==> src/rtl/blkxfer_pkg.sv <==
package blkxfer_pkg;
  typedef enum logic [1:0] {
    MODE_INC_AFTER  = 2'b00,
    MODE_INC_BEFORE = 2'b01,
    MODE_DEC_AFTER  = 2'b10,
    MODE_DEC_BEFORE = 2'b11
  } xfer_mode_e;
endpackage

==> src/rtl/blkxfer_popcnt.sv <==
module blkxfer_popcnt #(
  parameter int NREG = 16,
  localparam int CW = $clog2(NREG + 1)
) (
  input  logic [NREG-1:0] mask,
  output logic [CW-1:0]   count
);
  always_comb begin
    count = '0;
    for (int i = 0; i < NREG; i++) begin
      count = count + CW'(mask[i]);
    end
  end
endmodule

==> src/rtl/blkxfer_lowpick.sv <==
module blkxfer_lowpick #(
  parameter int NREG = 16,
  localparam int IDXW = $clog2(NREG)
) (
  input  logic [NREG-1:0] mask,
  output logic [NREG-1:0] onehot,
  output logic [IDXW-1:0] idx,
  output logic            only
);
  logic [NREG-1:0] below;

  // below[i] is set when some bit under position i is set
  assign below[0] = 1'b0;
  for (genvar g = 1; g < NREG; g++) begin : g_chain
    assign below[g] = below[g-1] | mask[g-1];
  end

  assign onehot = mask & ~below;

  always_comb begin
    idx = '0;
    for (int i = 0; i < NREG; i++) begin
      if (onehot[i]) idx = IDXW'(i);
    end
  end

  assign only = ((mask & ~onehot) == '0);
endmodule

==> src/rtl/blkxfer_addr_calc.sv <==
module blkxfer_addr_calc
  import blkxfer_pkg::*;
#(
  parameter int AW         = 32,
  parameter int NREG       = 16,
  parameter int WORD_BYTES = 4,
  localparam int CW = $clog2(NREG + 1),
  localparam int SH = $clog2(WORD_BYTES)
) (
  input  logic [AW-1:0] base,
  input  logic [CW-1:0] count,
  input  xfer_mode_e    mode,
  input  logic          wb,
  output logic [AW-1:0] start_addr,
  output logic [AW-1:0] final_base
);
  logic [AW-1:0] aligned;
  logic [AW-1:0] span;
  logic [AW-1:0] step;

  assign aligned = {base[AW-1:SH], {SH{1'b0}}};
  assign span    = AW'(count) << SH;
  assign step    = AW'(WORD_BYTES);

  always_comb begin
    unique case (mode)
      MODE_INC_AFTER:  start_addr = aligned;
      MODE_INC_BEFORE: start_addr = aligned + step;
      MODE_DEC_AFTER:  start_addr = aligned - span + step;
      default:         start_addr = aligned - span;
    endcase
  end

  always_comb begin
    if (!wb)          final_base = aligned;
    else if (mode[1]) final_base = aligned - span;
    else              final_base = aligned + span;
  end
endmodule

==> src/rtl/blkxfer_seq.sv <==
module blkxfer_seq
  import blkxfer_pkg::*;
#(
  parameter int AW         = 32,
  parameter int NREG       = 16,
  parameter int WORD_BYTES = 4,
  localparam int CW   = $clog2(NREG + 1),
  localparam int IDXW = $clog2(NREG)
) (
  input  logic            clk,
  input  logic            rst_n,
  input  logic            req_valid,
  output logic            req_ready,
  input  logic [AW-1:0]   req_base,
  input  logic [NREG-1:0] req_mask,
  input  logic [1:0]      req_mode,
  input  logic            req_wb,
  output logic            beat_valid,
  input  logic            beat_ready,
  output logic [IDXW-1:0] beat_reg,
  output logic [AW-1:0]   beat_addr,
  output logic            beat_last,
  output logic            done,
  output logic [AW-1:0]   base_out
);
  logic            busy_q, busy_d;
  logic            done_q, done_d;
  logic [NREG-1:0] mask_q, mask_d;
  logic [AW-1:0]   addr_q, addr_d;
  logic [AW-1:0]   wbv_q, wbv_d;
  logic            ld_en;

  logic [CW-1:0]   req_cnt;
  logic [AW-1:0]   calc_start, calc_final;
  logic [NREG-1:0] pick_oh;
  logic [IDXW-1:0] pick_idx;
  logic            pick_only;
  logic            accept, fire;

  blkxfer_popcnt #(.NREG(NREG)) u_cnt (
    .mask  (req_mask),
    .count (req_cnt)
  );

  blkxfer_addr_calc #(.AW(AW), .NREG(NREG), .WORD_BYTES(WORD_BYTES)) u_calc (
    .base       (req_base),
    .count      (req_cnt),
    .mode       (xfer_mode_e'(req_mode)),
    .wb         (req_wb),
    .start_addr (calc_start),
    .final_base (calc_final)
  );

  blkxfer_lowpick #(.NREG(NREG)) u_pick (
    .mask   (mask_q),
    .onehot (pick_oh),
    .idx    (pick_idx),
    .only   (pick_only)
  );

  assign accept = req_valid & ~busy_q;
  assign fire   = busy_q & beat_ready;
  assign ld_en  = accept | fire;

  always_comb begin
    busy_d = busy_q;
    mask_d = mask_q;
    addr_d = addr_q;
    wbv_d  = wbv_q;
    done_d = 1'b0;
    if (accept) begin
      wbv_d = calc_final;
      if (req_mask != '0) begin
        busy_d = 1'b1;
        mask_d = req_mask;
        addr_d = calc_start;
      end else begin
        done_d = 1'b1;
      end
    end
    if (fire) begin
      mask_d = mask_q & ~pick_oh;
      addr_d = addr_q + AW'(WORD_BYTES);
      if (pick_only) begin
        busy_d = 1'b0;
        done_d = 1'b1;
      end
    end
  end

  always_ff @(posedge clk or negedge rst_n) begin
    if (!rst_n) begin
      busy_q <= 1'b0;
      done_q <= 1'b0;
    end else begin
      busy_q <= busy_d;
      done_q <= done_d;
    end
  end

  always_ff @(posedge clk or negedge rst_n) begin
    if (!rst_n) begin
      mask_q <= '0;
      addr_q <= '0;
      wbv_q  <= '0;
    end else if (ld_en) begin
      mask_q <= mask_d;
      addr_q <= addr_d;
      wbv_q  <= wbv_d;
    end
  end

  assign req_ready  = ~busy_q;
  assign beat_valid = busy_q;
  assign beat_reg   = pick_idx;
  assign beat_addr  = addr_q;
  assign beat_last  = pick_only;
  assign done       = done_q;
  assign base_out   = wbv_q;

  AST_REG_ASCEND: assert property (@(posedge clk) disable iff (!rst_n)
    (beat_valid && beat_ready && !beat_last) |=> (beat_valid && beat_reg > $past(beat_reg)));
  AST_ADDR_STEP: assert property (@(posedge clk) disable iff (!rst_n)
    (beat_valid && beat_ready && !beat_last) |=> (beat_addr == $past(beat_addr) + AW'(WORD_BYTES)));
  AST_ADDR_ALIGN: assert property (@(posedge clk) disable iff (!rst_n)
    beat_valid |-> (beat_addr[1:0] == 2'b00));
  AST_BEAT_HOLD: assert property (@(posedge clk) disable iff (!rst_n)
    (beat_valid && !beat_ready) |=> (beat_valid && $stable(beat_addr) && $stable(beat_reg) && $stable(beat_last)));
  AST_LAST_DONE: assert property (@(posedge clk) disable iff (!rst_n)
    (beat_valid && beat_ready && beat_last) |=> (done && !beat_valid));
  AST_BASE_HOLD: assert property (@(posedge clk) disable iff (!rst_n)
    beat_valid |=> $stable(base_out));
  AST_EMPTY_DONE: assert property (@(posedge clk) disable iff (!rst_n)
    (req_valid && req_ready && req_mask == '0) |=> (done && !beat_valid));
endmodule

==> config.mk <==
export PLATFORM = sky130hd
export DESIGN_NAME = blkxfer_seq
export DESIGN_NICKNAME = d
export VERILOG_FILES = /design/src/rtl/blkxfer_pkg.sv /design/src/rtl/blkxfer_popcnt.sv /design/src/rtl/blkxfer_lowpick.sv /design/src/rtl/blkxfer_addr_calc.sv /design/src/rtl/blkxfer_seq.sv
export SDC_FILE = /design/constraint.sdc
export NUM_CORES = 1
export LEC_CHECK = 0
export ABC_AREA = 1
export BUFFER_PORTS_ARGS = -buffer_cell sky130_fd_sc_hd__buf_2
export CORE_ASPECT_RATIO = 1.75
export CORE_MARGIN = 2
export CORE_UTILIZATION = 50
export CTS_BUF_LIST = sky130_fd_sc_hd__clkbuf_4
export DETAILED_ROUTE_END_ITERATION = 10
export GPL_ROUTABILITY_DRIVEN = 0
export HOLD_SLACK_MARGIN = 0.12
export PLACE_DENSITY = 0.8
export SYNTH_ARGS = -nofsm -noshare
export SYNTH_HDL_FRONTEND = slang
export SYNTH_HIERARCHICAL = 1
export SYNTH_SLANG_ARGS = --single-unit
export TNS_END_PERCENT = 5
==> constraint.sdc <==
create_clock -name clk -period 2.9 [get_ports clk]
set_input_delay 0.87 -clock clk [delete_from_list [all_inputs] [get_ports clk]]
set_output_delay 0.87 -clock clk [all_outputs]
set_load 0.02 [all_outputs]
==> results.yml <==
outcome:
  status: "finished with violations"
  violations: "negative setup slack"
cts:
  ctsHtreeMaxLevel: 3
  cts_tree: "yes"
  clk_latency_ns: 0.51
  clock-sinks: 82
  postCtsHoldBufs: 0
  clkSlewWorstSetupHoldPaths_ns: 0.16
  cts_root_buf: "clkbuf_4"
  clock_path_buffers: 2
  cts_buffers: 9
global_routing:
  grt_pass1_vias: 12600
  overflow: 0
  grt_pass1_wl_um: 60120
  grt_max_degree: 55
  track_usage_pct: 34.89
  antenna_found_initial: 1
timing:
  worst_slack_ns: -3.324
  hold_viol_final: 0
  rsz0062_at_grt: "yes"
  fmax_ghz: 0.1607
  min_period_ns: 6.224
  setup_viol: 65
  max_slew_margin_pct: 51.96
  fin_skew_ns: 0.02605
  drv_slew: 0
  fin_crit_sh_pct: 214.6
  worst_pin_slew_ns: 0.7199
synth:
  synth_area_um2: 10090
  ys_ff_latch: 82
  synth_flop_cell: "dfrtp_1"
  synth-edff-count: 0
  netlist.top_cell.by_area: "dfrtp_1"
  yosys-top-cells-area: "dfrtp_1 (20%), nand2_1 (20%), nand3_1 (10%)"
  synth_top_area_share_pct: 20.34
  avgSynthCellArea_um2: 5.954
  synth_cell_types: 51
  yosysSeqAreaShare_pct: 20.34
  ys_warn_count: 6
  async_flop_share_pct: 100.0
  netlist_instances: 1694
critical_path:
  setup.worst_path.class: "input pin to flop"
  critPathMaxStageDelay_ns: 0.51
  arrival_ns: 6.67
  r2r_start: "mask_q[1]"
  cp_data_required_time_ns: 3.35
  critPathCaptureType: "flop"
  critPathSlowestCell: "fa_1"
  start_kind: "input pin"
  crit_path_max_fanout: 8
  crit_top_cell: "fa_1"
  worstSetupStartpoint: "req_mask[3]"
placement:
  place_inst: 2198
  port_buffers: 124
  dpl.hpwl_um: 28460
  place_area_um2: 12330
cells_and_area:
  final_area_um2: 13120
  area_delta_synth_final_pct: 30.10
  fin_util_pct: 66.47
  fin_cells: 2236
  fin_nets: 2077
  fillerInstances: 1671
  layout-drive-gt1-share_pct: 30.55
die:
  core_area_um2: 19740
  initial_utilization_pct: 51.10
  die_h_um: 191.9
  die_x_um: 111.4
  ios: 127
  die-area_um2: 21370
  rows: 68
job:
  cap_violations: 0
routing:
  vias: 12840
  wire_per_inst_um: 16.90
  totalWireLength_um: 37800
  ant_nets: 0
  drtPass1Iterations: 6
  avgViaCountPerCell: 5.741
  remaining_drc_errors: 0
  drt_iter0_markers: 1196
hold_path:
  hold_path.class: "input pin to async pin"
pwr:
  vdd_ir_drop_max_mv: 0.6022
  cellPowerDensity_nw_per_um2: 756.7
  p_leak_nw: 6.704
## synth_stat cells (3+ instances only)
| library cell | number |
|---|---|
| nor3_1 | 12 |
| a22oi_1 | 9 |
| buf_6 | 8 |
| a21oi_1 | 79 |
| nor2_2 | 30 |
| fa_1 | 13 |
| o21ai_0 | 45 |
| nor2_1 | 176 |
| nand4_1 | 30 |
| nand2_4 | 7 |
| a21oi_2 | 3 |
| o211ai_1 | 11 |
| nand2_2 | 37 |
| nand3_1 | 203 |
| clkbuf_1 | 32 |
| inv_2 | 8 |
| and2_1 | 3 |
| nor3_2 | 4 |
| nand3_2 | 11 |
| nand3b_1 | 3 |
| o22ai_1 | 3 |
| nand2_1 | 545 |
| ha_1 | 24 |
| buf_2 | 24 |
| a31oi_1 | 10 |
| nor2_4 | 24 |
| buf_4 | 8 |
| inv_1 | 179 |
| dfrtp_1 | 82 |
| nor4_1 | 3 |
| xor2_1 | 27 |
| a32oi_1 | 3 |
| buf_1 | 5 |
| o21ai_1 | 11 |
## flip-flops by register name, indices dropped and copies added (netlist names)
register    cells
done            1
base_out       32
mask_q         16
beat_valid      1
beat_addr      32
## layout by cell type (no fill, tap or decap), types with 34 or more instances in the layout
cell,count
nand2_1,518
nor2_2,37
nand3_1,190
buf_2,121
buf_4,222
nor2_1,156
nand2_2,54
o21ai_0,34
inv_1,168
a21oi_1,69
nor2_4,37
dfrtp_1,81
## power by group
part,internal (mW),switching [mW],leakage [nW]
Sequential,1.62,0.523,1.03
Clock,0.280,0.502,0.0847
Combinational,2.76,4.24,5.59
## final cells by class
| type | instances | area, um2 | area share (%) |
|---|---|---|---|
| clock inverter | 7 | 83.83 | 0.6389 |
| multi-input combinational | 1348 | 7437 | 56.68 |
| tap | 245 | 306.5 | 2.336 |
| inverter | 190 | 721.9 | 5.502 |
| clock buffer | 9 | 67.56 | 0.5149 |
| antenna | 1 | 2.502 | 0.01907 |
| sequential | 82 | 2053 | 15.65 |
| timing repair buffer | 354 | 2449 | 18.66 |
## cells by family (layout without fill, tap and decap cells)
family	count (synthesis)	in the layout	share of synthesized area [%]
AND/OR/NAND/NOR	1094	1094	50.04
XOR/XNOR	29	29	2.518
other	1	5	0.03718
buffers and inverters	267	560	11.18
flip-flops	82	82	20.34
adder cells (fa/ha/maj)	37	37	5.558
AO/OA/AOI/OAI	184	184	10.32
## through the flow
| step | hold slack (ns) | setup slack (ns) | power [mW] | TNS [ns] |
|---|---|---|---|---|
| after floorplan | 0.4771 | -3.214 | 6.083 | -167.01 |
| after global placement | 0.4562 | -3.940 | 8.161 | -204.51 |
| after detailed placement | 0.4600 | -4.050 | 8.353 | -210.15 |
| after CTS | 0.2796 | -3.194 | 9.595 | -165.42 |
| after global routing | 0.2895 | -3.579 | 10.68 | -185.86 |
| final | 0.2688 | -3.324 | 9.930 | -170.66 |
## what timing repair did
item                                    4_1_cts  5_1_grt
setup buffers                                17        4
pin swaps                                    38       19
endpoints found under the setup margin       65       65
gates resized for setup                     109       27
gates cloned                                  0        0
## critical path: cells and delay by family
kind	cells	cell delay, ns
simple gates	15	1.79
buf+inv	5	0.39
xor+xnor	1	0.21
compound gates	1	0.16
fa+ha+maj	8	3.23
## path summary, 6_finish.rpt
kind	to	slack [ns]	depth (start not counted)
max	beat_addr[25]	-3.32	30
max in group asynchronous	mask_q[1]	1.97	2
min reg2reg	base_out[26]	0.49	2
min in group clk	base_out[26]	0.49	2
max reg2reg	beat_valid	0.80	11
min	base_out[7]	0.27	1
## routing by layer
layer  vias to the layer above  wire [um]  global-route usage (%)
met5                         -          0                       0
li1                       6007          -                       -
met1                      5813      13170                   36.99
met4                         0       2883                   26.50
met3                       237       2858                   4.860
met2                       779      18880                   62.31
Note: power is estimated with default switching activity, not from simulation.
